`config.mk`:
```
export PLATFORM = sky130hd
export DESIGN_NAME = flash_pd_ctrl
export DESIGN_NICKNAME = d
export VERILOG_FILES = /design/src/rtl/fpd_pkg.sv /design/src/rtl/fpd_sync.sv /design/src/rtl/fpd_frame.sv /design/src/rtl/fpd_power.sv /design/src/rtl/fpd_sig.sv /design/src/rtl/flash_pd_ctrl.sv
export SDC_FILE = /design/constraint.sdc
export NUM_CORES = 1
export LEC_CHECK = 0
export ABC_AREA = 1
export BUFFER_PORTS_ARGS = -buffer_cell sky130_fd_sc_hd__clkbuf_2
export CAP_MARGIN = 20
export CORE_AREA = 2 2 75 77
export DETAILED_ROUTE_END_ITERATION = 7
export DIE_AREA = 0 0 77 79
export GPL_TIMING_DRIVEN = 0
export PLACE_DENSITY = 0.67
export SLEW_MARGIN = 20
export SYNTH_ARGS = -nofsm -noshare
export SYNTH_HDL_FRONTEND = slang
export SYNTH_SLANG_ARGS = --single-unit
```
`constraint.sdc`:
```
create_clock -name clk -period 2.2 [get_ports clk]
set_clock_uncertainty 0.2 [all_clocks]
set_input_delay 0.22 -clock clk [delete_from_list [all_inputs] [get_ports clk]]
set_output_delay 0.22 -clock clk [all_outputs]
set_load 0.01 [all_outputs]
```
`src/rtl/fpd_pkg.sv`:
```
package fpd_pkg;
   typedef enum logic [1:0] {
      PS_STANDBY = 2'd0,
      PS_ENTER   = 2'd1,
      PS_DOWN    = 2'd2,
      PS_WAKE    = 2'd3
   } pstate_e;

   localparam logic [7:0] OPC_SLEEP = 8'hB9;
   localparam logic [7:0] OPC_WAKE  = 8'hAB;
   localparam logic [7:0] OPC_RESET = 8'h99;
endpackage

```
`src/rtl/fpd_sync.sv`:
```
module fpd_sync #(
   parameter int           WIDTH   = 1,
   parameter int           STAGES  = 2,
   parameter logic [WIDTH-1:0] RST_VAL = '0
) (
   input  logic             clk,
   input  logic             rst_n,
   input  logic [WIDTH-1:0] d,
   output logic [WIDTH-1:0] q
);
   logic [WIDTH-1:0] stg [STAGES];

   for (genvar i = 0; i < STAGES; i++) begin : g_stage
      if (i == 0) begin : g_first
         always_ff @(posedge clk or negedge rst_n) begin
            if (!rst_n) stg[0] <= RST_VAL;
            else        stg[0] <= d;
         end
      end else begin : g_next
         always_ff @(posedge clk or negedge rst_n) begin
            if (!rst_n) stg[i] <= RST_VAL;
            else        stg[i] <= stg[i-1];
         end
      end
   end

   assign q = stg[STAGES-1];
endmodule

```
`src/rtl/fpd_frame.sv`:
```
module fpd_frame #(
   parameter bit QPI_EN      = 1'b1,
   parameter int DUMMY_BYTES = 3,
   parameter int HIW         = 3
) (
   input  logic           clk,
   input  logic           rst_n,
   input  logic           cs_n_s,
   input  logic           sclk_s,
   input  logic [3:0]     sio_s,
   input  logic           qpi,
   input  logic           lock_req,
   output logic           frame_on,
   output logic           fall_pulse,
   output logic           cs_end,
   output logic           locked,
   output logic [7:0]     opcode,
   output logic [HIW-1:0] byte_cnt,
   output logic [2:0]     bit_lo
);
   localparam int HI_MAX = DUMMY_BYTES + 2;

   logic       cs_q, sclk_q;
   logic       cs_fall, rise_pulse;
   logic [3:0] step;
   logic [7:0] op_nx;
   logic [3:0] lo_sum;

   assign cs_fall    = cs_q & ~cs_n_s;
   assign cs_end     = ~cs_q & cs_n_s & frame_on;
   assign rise_pulse = ~sclk_q & sclk_s & frame_on & ~cs_n_s;
   assign fall_pulse = sclk_q & ~sclk_s & frame_on & ~cs_n_s;

   if (QPI_EN) begin : g_quad
      always_comb begin
         step  = qpi ? 4'd4 : 4'd1;
         op_nx = qpi ? {opcode[3:0], sio_s} : {opcode[6:0], sio_s[0]};
      end
   end else begin : g_single
      always_comb begin
         step  = 4'd1;
         op_nx = {opcode[6:0], sio_s[0]};
      end
   end

   assign lo_sum = {1'b0, bit_lo} + step;

   always_ff @(posedge clk or negedge rst_n) begin
      if (!rst_n) begin
         cs_q     <= 1'b1;
         sclk_q   <= 1'b0;
         frame_on <= 1'b0;
         locked   <= 1'b0;
         opcode   <= '0;
         byte_cnt <= '0;
         bit_lo   <= '0;
      end else begin
         cs_q   <= cs_n_s;
         sclk_q <= sclk_s;
         if (cs_fall) begin
            frame_on <= 1'b1;
            locked   <= lock_req;
            opcode   <= '0;
            byte_cnt <= '0;
            bit_lo   <= '0;
         end else if (cs_end) begin
            frame_on <= 1'b0;
         end else if (rise_pulse) begin
            if (byte_cnt == '0) opcode <= op_nx;
            bit_lo <= lo_sum[2:0];
            if (lo_sum[3] && byte_cnt != HIW'(HI_MAX))
               byte_cnt <= byte_cnt + 1'b1;
         end
      end
   end


   no_count_idle_chk: assert property (@(posedge clk) disable iff (!rst_n)
      !frame_on |=> $stable(byte_cnt) || $past(cs_fall));
endmodule

```
`src/rtl/fpd_power.sv`:
```
module fpd_power
   import fpd_pkg::*;
#(
   parameter int TDP_CYC     = 100,
   parameter int TRES_CYC    = 150,
   parameter int DUMMY_BYTES = 3,
   parameter int HIW         = 3
) (
   input  logic           clk,
   input  logic           rst_n,
   input  logic           cs_end,
   input  logic           locked,
   input  logic [7:0]     opcode,
   input  logic [HIW-1:0] byte_cnt,
   input  logic [2:0]     bit_lo,
   input  logic           qpi,
   input  logic           busy,
   output pstate_e        state,
   output logic           pd_active,
   output logic           transitioning
);
   localparam int TMAX = (TDP_CYC > TRES_CYC) ? TDP_CYC : TRES_CYC;
   localparam int TW   = $clog2(TMAX + 1);

   logic    [TW-1:0] tmr;
   logic             cmd_go, exact, sig_done;
   pstate_e          state_nx;
   logic    [TW-1:0] tmr_nx;

   assign cmd_go   = cs_end & ~locked;
   assign exact    = (byte_cnt == HIW'(1)) && (bit_lo == 3'd0);
   assign sig_done = ~qpi && (byte_cnt >= HIW'(DUMMY_BYTES + 2));

   always_comb begin
      state_nx = state;
      tmr_nx   = tmr;
      unique case (state)
         PS_STANDBY: begin
            if (cmd_go && exact && opcode == OPC_SLEEP) begin
               state_nx = PS_ENTER;
               tmr_nx   = TW'(TDP_CYC - 1);
            end
         end
         PS_ENTER: begin
            if (tmr == '0) state_nx = PS_DOWN;
            else           tmr_nx   = tmr - 1'b1;
         end
         PS_DOWN: begin
            if (cmd_go && exact && opcode == OPC_RESET) begin
               state_nx = PS_STANDBY;
            end else if (cmd_go && !busy && opcode == OPC_WAKE &&
                         (exact || sig_done)) begin
               state_nx = PS_WAKE;
               tmr_nx   = TW'(TRES_CYC - 1);
            end
         end
         PS_WAKE: begin
            if (tmr == '0) state_nx = PS_STANDBY;
            else           tmr_nx   = tmr - 1'b1;
         end
         default: state_nx = PS_STANDBY;
      endcase
   end

   always_ff @(posedge clk or negedge rst_n) begin
      if (!rst_n) begin
         state <= PS_STANDBY;
         tmr   <= '0;
      end else begin
         state <= state_nx;
         tmr   <= tmr_nx;
      end
   end

   assign pd_active     = (state == PS_DOWN);
   assign transitioning = (state == PS_ENTER) || (state == PS_WAKE);


   pd_excl_chk: assert property (@(posedge clk) disable iff (!rst_n)
      !(pd_active && transitioning));

   enter_load_chk: assert property (@(posedge clk) disable iff (!rst_n)
      (state == PS_ENTER && $past(state) != PS_ENTER) |-> tmr == TW'(TDP_CYC - 1));

   enter_path_chk: assert property (@(posedge clk) disable iff (!rst_n)
      state == PS_ENTER |=> state == PS_ENTER || state == PS_DOWN);

   down_no_reenter_chk: assert property (@(posedge clk) disable iff (!rst_n)
      state == PS_DOWN |=> state != PS_ENTER);

   busy_hold_chk: assert property (@(posedge clk) disable iff (!rst_n)
      (state == PS_DOWN && busy) |=> state != PS_WAKE);

   lock_cmd_chk: assert property (@(posedge clk) disable iff (!rst_n)
      cmd_go |-> (state == PS_STANDBY || state == PS_DOWN));
endmodule

```
`src/rtl/fpd_sig.sv`:
```
module fpd_sig #(
   parameter logic [7:0] SIGNATURE   = 8'hC5,
   parameter logic [7:0] OPC_WAKE    = 8'hAB,
   parameter int         DUMMY_BYTES = 3,
   parameter int         HIW         = 3
) (
   input  logic           clk,
   input  logic           rst_n,
   input  logic           frame_on,
   input  logic           locked,
   input  logic           fall_pulse,
   input  logic           cs_end,
   input  logic [7:0]     opcode,
   input  logic [HIW-1:0] byte_cnt,
   input  logic [2:0]     bit_lo,
   input  logic           qpi,
   input  logic           busy,
   output logic           so,
   output logic           so_oe
);
   logic in_window;

   assign in_window = ~locked & ~qpi & (opcode == OPC_WAKE) &
                      (byte_cnt >= HIW'(DUMMY_BYTES + 1));

   always_ff @(posedge clk or negedge rst_n) begin
      if (!rst_n) begin
         so    <= 1'b0;
         so_oe <= 1'b0;
      end else if (cs_end || busy || !frame_on) begin
         so_oe <= 1'b0;
      end else if (fall_pulse && in_window) begin
         so    <= SIGNATURE[~bit_lo];
         so_oe <= 1'b1;
      end
   end


   oe_in_frame_chk: assert property (@(posedge clk) disable iff (!rst_n)
      so_oe |-> frame_on);

   busy_quiet_chk: assert property (@(posedge clk) disable iff (!rst_n)
      busy |=> !so_oe);
endmodule

```
`src/rtl/flash_pd_ctrl.sv`:
```
module flash_pd_ctrl
   import fpd_pkg::*;
#(
   parameter int         TDP_CYC     = 100,
   parameter int         TRES_CYC    = 150,
   parameter int         SYNC_STAGES = 2,
   parameter int         DUMMY_BYTES = 3,
   parameter bit         QPI_EN      = 1'b1,
   parameter logic [7:0] SIGNATURE   = 8'hC5
) (
   input  logic       clk,
   input  logic       rst_n,
   input  logic       cs_n,
   input  logic       sclk,
   input  logic [3:0] sio,
   input  logic       qpi_mode,
   input  logic       busy,
   output logic       so,
   output logic       so_oe,
   output logic       pd_active,
   output logic       transitioning
);
   localparam int HIW = $clog2(DUMMY_BYTES + 3);

   if (TDP_CYC < 1 || TRES_CYC < 1) begin : g_bad_delay
      $error("delay counts must be at least one cycle");
   end
   if (SYNC_STAGES < 2) begin : g_bad_sync
      $error("synchronizer needs at least two stages");
   end
   if (DUMMY_BYTES < 0) begin : g_bad_dummy
      $error("dummy byte count must not be negative");
   end

   logic [5:0]     raw_in, syn_in;
   logic           cs_n_s, sclk_s;
   logic [3:0]     sio_s;
   logic           frame_on, fall_pulse, cs_end, locked;
   logic [7:0]     opcode;
   logic [HIW-1:0] byte_cnt;
   logic [2:0]     bit_lo;
   pstate_e        state;
   logic           qpi_eff;

   assign raw_in  = {cs_n, sclk, sio};
   assign qpi_eff = QPI_EN ? qpi_mode : 1'b0;

   fpd_sync #(.WIDTH(6), .STAGES(SYNC_STAGES), .RST_VAL(6'b100000)) u_sync (
      .clk(clk), .rst_n(rst_n), .d(raw_in), .q(syn_in));

   assign cs_n_s = syn_in[5];
   assign sclk_s = syn_in[4];
   assign sio_s  = syn_in[3:0];

   fpd_frame #(.QPI_EN(QPI_EN), .DUMMY_BYTES(DUMMY_BYTES), .HIW(HIW)) u_frame (
      .clk(clk), .rst_n(rst_n), .cs_n_s(cs_n_s), .sclk_s(sclk_s), .sio_s(sio_s),
      .qpi(qpi_eff), .lock_req(transitioning), .frame_on(frame_on),
      .fall_pulse(fall_pulse), .cs_end(cs_end), .locked(locked),
      .opcode(opcode), .byte_cnt(byte_cnt), .bit_lo(bit_lo));

   fpd_power #(.TDP_CYC(TDP_CYC), .TRES_CYC(TRES_CYC),
               .DUMMY_BYTES(DUMMY_BYTES), .HIW(HIW)) u_power (
      .clk(clk), .rst_n(rst_n), .cs_end(cs_end), .locked(locked),
      .opcode(opcode), .byte_cnt(byte_cnt), .bit_lo(bit_lo), .qpi(qpi_eff),
      .busy(busy), .state(state), .pd_active(pd_active),
      .transitioning(transitioning));

   fpd_sig #(.SIGNATURE(SIGNATURE), .OPC_WAKE(OPC_WAKE),
             .DUMMY_BYTES(DUMMY_BYTES), .HIW(HIW)) u_sig (
      .clk(clk), .rst_n(rst_n), .frame_on(frame_on), .locked(locked),
      .fall_pulse(fall_pulse), .cs_end(cs_end), .opcode(opcode),
      .byte_cnt(byte_cnt), .bit_lo(bit_lo), .qpi(qpi_eff), .busy(busy),
      .so(so), .so_oe(so_oe));


   standby_reset_chk: assert property (@(posedge clk)
      $rose(rst_n) |-> state == PS_STANDBY && !so_oe);
endmodule

```
==> impl_metrics.json, run 1 <==
{
  "status": "finished, final reports clean",
  "grt_pass1_wl_um": 7148,
  "hold_path.class": "primary input to flop",
  "ios": 14,
  "antenna_left": 0,
  "grt_max_degree": 43,
  "leakage_nw": 1.172,
  "cts_max_path_buffers": 2,
  "switching_share": 0.2510,
  "yosys_register_bits": 42,
  "wl_um": 3995,
  "ctsHtreeMaxLevel": 2,
  "core_sq_um": 5338,
  "crit_required_ns": 2.17,
  "cap_violations": 0,
  "routabilityCongestion": 0.8151,
  "cts_inserted_buffers": 5,
  "cts_setup_buffers": 0,
  "num_rows": 27,
  "drt_pass1_iterations": 4,
  "clk_latency_ns": 0.30,
  "seq_area_frac_synth": 0.5088,
  "final-hold-violation-count": 0,
  "cts_tree": "built",
  "die_h_um": 79,
  "drc": 0,
  "comb_power_share": 0.073,
  "grt_pass1_vias": 1591,
  "finalSetupViolations": 0,
  "grt_usage": 0.1468,
  "grt.overflow.total": 0,
  "n_antenna_cell": 0,
  "worst_setup_path_start_kind": "flop",
  "vias": 1669,
  "cp_max_fo": 10,
  "tightest_slew_ns": 0.9268,
  "clock_sinks": 42,
  "stdcell_area_sq_um": 2402,
  "place_hpwl_um": 2779,
  "synth_nets": 267,
  "p_per_area_nw_per_um2": 607.6,
  "cts_root_buffer": "clkbuf_8",
  "slew_headroom": 0.3821,
  "end_kind": "flop",
  "drt-initial-drc-count": 163,
  "post-route-min-period_ns": 2.039,
  "p_clk_frac": 0.364,
  "wl_per_cell_um": 11.41,
  "path_clk_slew_ns": 0.09,
  "yosysUniqueCellTypes": 30,
  "die_w_um": 77,
  "rsz0062_at_grt": "no",
  "start_util": 0.3884,
  "syn2layout_area_growth_pct": 15.87,
  "p_switching_w": 0.0003664,
  "total_power_w": 0.001460,
  "drive_gt1_frac": 0.1403,
  "intPower_w": 0.001093,
  "peakVddDrop_mv": 0.3922,
  "maxSlewViolCount": 0,
  "period_share": 0.9267,
  "avgSynthCellArea_sq_um": 8.293,
  "clock.fmax_mhz": 490.5,
  "nNetsFinal": 294,
  "die_area_sq_um": 6083,
  "fin_tns_setup_ns": 0,
  "dpl-instance-area_sq_um": 2228,
  "yosysWarnings": 0,
  "cp.arrival_ns": 2.01,
  "syn_inst": 250,
  "synth_area_sq_um": 2073,
  "numPortBuffers": 13,
  "seqPwrFrac": 0.563,
  "viasPerCell": 4.769,
  "hold_slack_ns": 0.04241,
  "path_class": "flop to flop",
  "antenna_found_initial": 0
}
==> path summary, 6_finish.rpt <==
path	from	end	slack (ns)	cells past startpoint
max in group asynchronous	rst_n	u_power.tmr[2]	0.82	2
hold reg to reg	u_sync.stg[10]	u_sync.q[4]	0.15	0
min in group asynchronous	rst_n	u_sync.stg[8]	0.40	2
hold / removal	busy	u_sig.so_oe	0.04	3
setup / recovery	u_frame.cs_q	u_frame.opcode[3]	0.16	6
setup reg to reg	u_frame.cs_q	u_frame.opcode[3]	0.16	6
==> cell families (layout without fill, tap and decap cells) <==
kind of cell               after synthesis  in the layout  synth area share
xor gates and xnor gates                 1              1          0.004225
and+or+nand+nor                        123            123            0.2601
buffers and inverters                   39             67           0.07182
adders and majority gates                7              7           0.04224
DFF                                     42             42            0.5088
AOI/OAI and AO/OA                       38             38            0.1129
==> cell type report <==
type | count | area (sq um)
Buffer | 4 | 17.52
Clock buffer | 6 | 82.58
Clock inverter | 2 | 12.51
Fill cell | 538 | 2935
Inverter | 35 | 131.4
Multi-Input combinational cell | 169 | 878.3
Sequential cell | 42 | 1055
Tap cell | 72 | 90.09
Timing Repair Buffer | 20 | 135.1
==> registers in the layout, indices dropped and copies added, names as in the netlist, 2 cells and up <==
| signal | count |
|---|---|
| u_power.tmr | 8 |
| u_frame.bit_lo | 3 |
| u_sync.stg | 6 |
| u_frame.byte_cnt | 3 |
| u_power.state | 2 |
| u_frame.opcode | 8 |
| u_sync.q | 6 |
==> per-stage QoR <==
stage / utilization / instances / setup slack [ns]
2_1_floorplan: - / 250 / 0.4269
3_3_place_gp: 0.4175 / 335 / 0.2132
3_5_place_dp: 0.4175 / 335 / 0.1702
4_1_cts: 0.4484 / 350 / 0.1507
5_1_grt: 0.4501 / 350 / 0.007209
6_report: 0.4501 / 350 / 0.1613
==> worst max-delay path, cell delays in order (launching register included) <==
cell and delay (ns):
dfstp_2 0.54, inv_1 0.04, nor2_1 0.45, inv_1 0.20, buf_2 0.25, o2111ai_1 0.13, o21ai_0 0.12
==> power by group through the flow <==
stage	logic (W)	clock network, W	registers, W
after detailed placement	0.0000981	0	0.000836
final	0.000106	0.000531	0.000822
after global routing	0.000123	0.000577	0.000826
after CTS	0.000108	0.000543	0.000822
after global placement	0.0000952	0	0.000836
after floorplan	0.0000586	0	0.000832
==> cell usage in the layout (no fill, tap or decap), drive strengths merged <==
cell type,instances
dfstp,3
and2,1
nor3b,1
o2111ai,3
nand3,23
a211oi,1
clkinv,1
nand2,62
o21ai,15
clkinvlp,1
inv,35
xnor2,1
o211ai,4
or3,1
dfrtp,39
dlygate4sd3,7
a21oi,13
nand4,3
buf,3
ha,7
nor3,3
clkbuf,20
nor2,29
o31ai,1
o21bai,1
==> synth_stat cells (all sizes together) <==
cell / count / area (sq um)
clkbuf: 2 / 7.510
and2: 1 / 6.260
inv: 35 / 131.4
buf: 2 / 10.01
nor3: 3 / 20.02
or3: 1 / 6.260
o31ai: 1 / 7.510
a21oi: 13 / 76.33
dfstp: 3 / 78.83
xnor2: 1 / 8.760
nor2: 29 / 116.4
nor3b: 1 / 7.510
nand4: 3 / 25.02
o2111ai: 3 / 26.28
o21ai: 15 / 78.83
nand2: 62 / 242.7
dfrtp: 39 / 975.9
o21bai: 1 / 7.510
ha: 7 / 87.58
nand3: 23 / 115.1
o211ai: 4 / 30.03
a211oi: 1 / 7.510
==> routing by layer <==
metal  GRT usage  vias up  share of wire
met4     0.05893        0          0.018
met1      0.1950      771           0.49
met3     0.03523        6          0.034
met2      0.2325       29           0.46
li1            -      863              -
met5           0        -              0
==> repair_timing <==
item | 4_1_cts | 5_1_grt
hold buffers | 7 | 0
endpoints found under the hold margin | 45 | 0
gates resized for setup | 0 | 2
endpoints found under the setup margin | 0 | 10
No activity file was read; power rests on OpenSTA's default activity.
==> run 2, diff against run 1 <==
--- a/config.mk
+++ b/config.mk
@@ -8,11 +8,13 @@
 export ABC_AREA = 1
 export BUFFER_PORTS_ARGS = -buffer_cell sky130_fd_sc_hd__clkbuf_2
 export CAP_MARGIN = 20
-export CORE_AREA = 2 2 75 77
+export CELL_PAD_IN_SITES_DETAIL_PLACEMENT = 2
+export CELL_PAD_IN_SITES_GLOBAL_PLACEMENT = 2
+export CORE_AREA = 2 2 79 81
 export DETAILED_ROUTE_END_ITERATION = 7
-export DIE_AREA = 0 0 77 79
+export DIE_AREA = 0 0 81 83
 export GPL_TIMING_DRIVEN = 0
-export PLACE_DENSITY = 0.67
+export PLACE_DENSITY = 0.88
 export SLEW_MARGIN = 20
 export SYNTH_ARGS = -nofsm -noshare
 export SYNTH_HDL_FRONTEND = slang
==> run 2 against run 1 <==
Utilization decreased by 2.8 points. Flip-flop and latch count did not move. Combinational power grew 16%. Critical path depth up 3. Total power up 8.3%. Maximum frequency increased by 1.6%. Sequential power barely moved. Sequential share of layout area decreased by 0.92 points. Worst setup slack improved by 0.032 ns. Die area grew 11%. Cell count up 1.1%. Via count is 10% higher. Largest cell class unchanged. Highest routed layer unchanged.
==> impl_metrics.json, run 2 (synthesis results as in run 1) <==
{
  "grt_pass1_vias": 2090,
  "pre_cts_ws_ns": 0.04388,
  "die_area_sq_um": 6723,
  "die_w_um": 81,
  "largestRegisters": "u_frame.opcode: 8 flops, u_power.tmr: 8 flops",
  "viasPerCell": 5.206,
  "path_class": "flop to flop",
  "finalNonFillerCells": 354,
  "crit_required_ns": 2.19,
  "fillers": 680,
  "cts_root_buffer": "clkbuf_8",
  "die_h_um": 83,
  "start_util": 0.3565,
  "finalSetupViolations": 0,
  "vias": 1843,
  "cts_tree": "built",
  "drt_pass1_iterations": 4,
  "clk_latency_ns": 0.30,
  "core_sq_um": 5816,
  "ctsHtreeMaxLevel": 2,
  "worst_setup_path_start_kind": "flop",
  "clock_sinks": 42,
  "routabilityCongestion": 0.7279,
  "peakVddDrop_mv": 0.2901,
  "path_clk_slew_ns": 0.09,
  "maxSlewViolCount": 0,
  "post-route-min-period_ns": 2.007,
  "clock.fmax_mhz": 498.3,
  "cp.arrival_ns": 2.00,
  "slew_headroom": 0.5421,
  "grt_max_degree": 43,
  "cts_max_path_buffers": 2,
  "drive_gt1_frac": 0.1470,
  "final-hold-violation-count": 0,
  "n_antenna_cell": 0,
  "syn2layout_area_growth_pct": 18.35,
  "num_rows": 28,
  "cp_max_fo": 9,
  "worst_slack_ns": 0.1934,
  "cts_inserted_buffers": 5,
  "numPortBuffers": 13,
  "hold_path.class": "primary input to flop",
  "end_kind": "flop",
  "antenna_found_initial": 0,
  "final_core_util": 0.4219,
  "leakage_nw": 1.185,
  "antenna_left": 0,
  "grt_pass1_wl_um": 10430,
  "grt.overflow.total": 0,
  "wl_per_cell_um": 17.60,
  "place_hpwl_um": 4094,
  "final_cell_mix": "60 x nand2_1, 39 x dfrtp_1, 32 x inv_1",
  "p_per_area_nw_per_um2": 644.4,
  "final_common_cell": "nand2_1",
  "status": "finished, final reports clean",
  "period_share": 0.9121,
  "ios": 14,
  "dpl.cell_count": 338,
  "drc": 0,
  "nNetsFinal": 295,
  "grt_usage": 0.2015,
  "cts_setup_buffers": 0,
  "cap_violations": 0,
  "tightest_slew_ns": 0.6817,
  "wl_um": 6231,
  "rsz0062_at_grt": "no",
  "fin_tns_setup_ns": 0,
  "drt-initial-drc-count": 43
}
[run 2: final timing paths]
check                         startpoint           endpoint  slack (ns)  depth (start not counted)
setup / recovery             u_sync.q[5]     u_power.tmr[3]        0.19                          9
hold / removal                      busy        u_sig.so_oe        0.05                          3
setup reg to reg             u_sync.q[5]     u_power.tmr[3]        0.19                          9
hold reg to reg            u_sync.stg[6]        u_sync.q[0]        0.15                          0
max in group asynchronous          rst_n     u_power.tmr[7]        1.16                          3
min in group asynchronous          rst_n  u_frame.bit_lo[0]        0.16                          2
[run 2: per-stage QoR]
step / total power [W] / instance area [sq um] / hold slack (ns)
floorplan: 0.0008905 / 2073 / -0.2756
global placement: 0.0009346 / 2232 / 0.1074
detailed placement: 0.0009447 / 2232 / 0.1116
CTS: 0.001585 / 2412 / 0.04842
global route: 0.001639 / 2454 / 0.06338
finish: 0.001581 / 2454 / 0.04598
[run 2: critical path, cell delays in order (launching register included)]
cell and delay [ns]:
dfstp_2 0.59, inv_2 0.06, nor2_2 0.12, nand2_1 0.10, nor2_2 0.16, nand2_2 0.10, a21oi_4 0.26, nand2_4 0.14
nand2_1 0.11, nand2_1 0.07
[run 2: layer usage]
| metal | track usage | vias up | share of wire |
|---|---|---|---|
| met3 | 0.04239 | 10 | 0.024 |
| met5 | 0 | - | 0 |
| met1 | 0.2575 | 951 | 0.45 |
| li1 | - | 858 | - |
| met2 | 0.3411 | 24 | 0.51 |
| met4 | 0.05393 | 0 | 0.015 |
[run 2: area by class of cell]
class	count	area, sq um	area share
buffer	4	17.52	0.007139
clock buffer	6	72.57	0.02958
clock inverter	2	37.54	0.01530
inverter	35	131.4	0.05354
multi-input combinational	169	890.9	0.3631
sequential	42	1055	0.4299
tap	75	93.84	0.03825
timing repair buffer	21	155.1	0.06323
[run 2: what timing repair did]
item / in CTS / in global routing
hold endpoints to repair: 45 / 0
endpoints found under the setup margin: 0 / 19
gates resized for setup: 0 / 5
hold buffers: 7 / 0
[run 2: power breakdown]
group / switching [W] / internal (W)
clock: 0.000294 / 0.000339
sequential: 0.0000226 / 0.000802
combinational: 0.0000802 / 0.0000424
==> run 3, diff against run 2 <==
--- a/config.mk
+++ b/config.mk
@@ -5,16 +5,15 @@
 export SDC_FILE = /design/constraint.sdc
 export NUM_CORES = 1
 export LEC_CHECK = 0
-export ABC_AREA = 1
 export BUFFER_PORTS_ARGS = -buffer_cell sky130_fd_sc_hd__clkbuf_2
 export CAP_MARGIN = 20
 export CELL_PAD_IN_SITES_DETAIL_PLACEMENT = 2
 export CELL_PAD_IN_SITES_GLOBAL_PLACEMENT = 2
-export CORE_AREA = 2 2 79 81
+export CORE_AREA = 2 2 75 77
 export DETAILED_ROUTE_END_ITERATION = 7
-export DIE_AREA = 0 0 81 83
+export DIE_AREA = 0 0 77 79
 export GPL_TIMING_DRIVEN = 0
-export PLACE_DENSITY = 0.88
+export PLACE_DENSITY = 0.87
 export SLEW_MARGIN = 20
 export SYNTH_ARGS = -nofsm -noshare
 export SYNTH_HDL_FRONTEND = slang
==> run 3 against run 2 <==
Critical path depth down 2. Clock-buffer cell count down 1. Sequential share of layout area increased by 0.87 points. Via count down 21%. Synthesized area down 2.8%. Worst setup slack worse by 0.16 ns. Clock power is 14% lower. Total power shrank 6.9%.
==> impl_metrics.json, run 3 <==
{
  "grt.overflow.total": 0,
  "worst_setup_path_start_kind": "flop",
  "final_common_cell": "dfrtp_1",
  "seq_area_frac_synth": 0.5236,
  "ys_async_sr_fraction": 1.000,
  "dpl.cell_count": 267,
  "ys_top_cells_by_count": "39 x dfrtp_1, 21 x nor2_1, 16 x inv_1",
  "status": "finished, final reports clean",
  "grt_pass1_wl_um": 8121,
  "r2r_setup_slack_ns": 0.03,
  "synth_area_sq_um": 2014,
  "wl_um": 4745,
  "synth_fa_ha_area_frac": 0.04348,
  "grt_usage": 0.1735,
  "ios": 14,
  "final_cell_mix": "39 x dfrtp_1, 21 x nor2_1, 14 x inv_1",
  "synthSimpleGateAreaFrac": 0.1795,
  "cts_root_buffer": "clkbuf_8",
  "cts_tree": "built",
  "n_antenna_cell": 0,
  "crit_chain": "inv_2 > ha_4 > or3b_4 > o31ai_4 > o41a_4 > o21a_4 > o2bb2ai_1",
  "period_share": 0.9864,
  "antenna_found_initial": 0,
  "vias": 1463,
  "viasPerCell": 5.080,
  "cp_slowest_stage_delay_ns": 0.41,
  "leakage_nw": 1.055,
  "cap_violations": 0,
  "hp-start": "u_sync.stg[11]",
  "drt-initial-drc-count": 14,
  "num_rows": 27,
  "die_h_um": 79,
  "start_util": 0.3774,
  "routabilityCongestion": 0.7319,
  "drc": 0,
  "synth_top_area_share": 0.4845,
  "synthMuxAreaShare": 0.06584,
  "syn_inst": 182,
  "holdPathEnd": "u_sync.q[5]",
  "path_clk_slew_ns": 0.10,
  "synth.most_common_cell": "dfrtp_1",
  "synth_compound_area_frac": 0.1298,
  "total_power_w": 0.001473,
  "nNetsFinal": 232,
  "core_sq_um": 5338,
  "r2r_start": "u_power.tmr[0]",
  "r2r_cells": 7,
  "tightest_slew_ns": 0.9673,
  "hold_path.class": "flop to flop",
  "fin_tns_setup_ns": 0,
  "min_path_cells": 0,
  "synth_ff_type": "dfrtp_1",
  "maxSlewViolCount": 0,
  "cts_max_path_buffers": 2,
  "hold_slack_ns": 0.1521,
  "synth.area.top_cells": "dfrtp_1 48%, mux2i_1 5.5%, ha_1 4.3%, dfstp_2 3.9%, nor2_1 3.9%",
  "path_buf_inv": 1,
  "grt_max_degree": 43,
  "end_kind": "flop",
  "crit_slowest_cell": "dfrtp_1",
  "drt_pass1_iterations": 4,
  "synth_xor_xnor_area_share": 0.01739,
  "p_per_area_nw_per_um2": 612.3,
  "die_w_um": 77,
  "final-hold-violation-count": 0,
  "cp_max_fo": 7,
  "finalNonFillerCells": 288,
  "regToRegEndpoint": "u_power.tmr[6]",
  "slew_headroom": 0.3551,
  "synth_top_family_by_area": "simple AND/OR/NAND/NOR gates",
  "clk_latency_ns": 0.31,
  "yosys_register_bits": 42,
  "netlist.top_cell.by_area": "dfrtp_1",
  "clock.fmax_mhz": 460.8,
  "crit_required_ns": 2.23,
  "clock_sinks": 42,
  "dpl-instance-area_sq_um": 2170,
  "synth_enable_flop_cells": 0,
  "rsz0062_at_grt": "yes",
  "grt_pass1_vias": 1638,
  "stdcell_area_sq_um": 2405,
  "drive_gt1_frac": 0.2315,
  "cp.arrival_ns": 2.20,
  "antenna_left": 0,
  "place_hpwl_um": 3178,
  "ctsHtreeMaxLevel": 2,
  "critPathTopFamily": "compound AO/OA/AOI/OAI gates",
  "yosysUniqueCellTypes": 47,
  "largestRegisters": "u_frame.opcode: 8 flops, u_power.tmr: 8 flops",
  "wl_per_cell_um": 16.48,
  "avgSynthCellArea_sq_um": 11.07,
  "peakVddDrop_mv": 0.5409,
  "synth_nets": 199,
  "cts_inserted_buffers": 5,
  "post-route-min-period_ns": 2.170,
  "numPortBuffers": 13,
  "die_area_sq_um": 6083,
  "path_class": "flop to flop",
  "syn2layout_area_growth_pct": 19.38,
  "finalSetupViolations": 0,
  "yosysWarnings": 0
}
-- run 3: repair_timing --
action	in CTS	in global routing
endpoints found under the hold margin	46	0
buffers inserted	2	3
pin swaps	1	3
gates resized for setup	2	4
endpoints found under the setup margin	9	11
hold buffers	8	0
-- run 3: layout make-up --
cell class                 count  area, sq um
clock buffer                   5        68.82
buffer                         5        21.27
sequential                    42         1055
fill                         591         2933
tap                           72        90.09
timing repair buffer          26        182.7
clock inverter                 3        26.28
inverter                      16        60.06
multi-input combinational    119        900.9
-- run 3: how the worst max path moves through the flow --
stage               slack, ns  cells after the start             end           start
floorplan                0.07                      7  u_power.tmr[2]  u_power.tmr[0]
global placement        -0.17                      7  u_power.tmr[2]  u_power.tmr[0]
detailed placement      -0.23                      7  u_power.tmr[7]  u_power.tmr[0]
CTS                     0.002                      7  u_power.tmr[7]  u_power.tmr[0]
global route            -0.07                      7  u_power.tmr[0]  u_power.tmr[1]
finish                   0.03                      7  u_power.tmr[6]  u_power.tmr[0]
-- run 3: logic make-up after synthesis --
kind of cell | count (synthesis)
muxes | 13
xor gates and xnor gates | 4
adders and majority gates | 7
DFF | 42
AOI/OAI and AO/OA | 35
and+or+nand+nor | 60
buffers and inverters | 21
-- run 3: through the flow --
step,utilization,worst slack (ns)
6_report,0.4505,0.03001
5_1_grt,0.4505,-0.07208
4_1_cts,0.4426,0.002214
3_5_place_dp,0.4065,-0.2337
3_3_place_gp,0.4065,-0.1681
2_1_floorplan,-,0.07473
-- run 3: metal layers --
metal  vias to the layer above  share of wire  global-route usage
li1                        706              -                   -
met1                       739           0.42              0.1937
met2                        12           0.55              0.3263
met3                         6          0.015             0.03523
met4                         0          0.016             0.06429
met5                         -              0                   0
-- run 3: where the power goes --
group | internal, W | total, W | switching (W)
clock network | 0.000236 | 0.000546 | 0.000310
registers | 0.000798 | 0.000822 | 0.0000240
logic | 0.0000474 | 0.000104 | 0.0000566
total | 0.00108 | 0.00147 | 0.000391
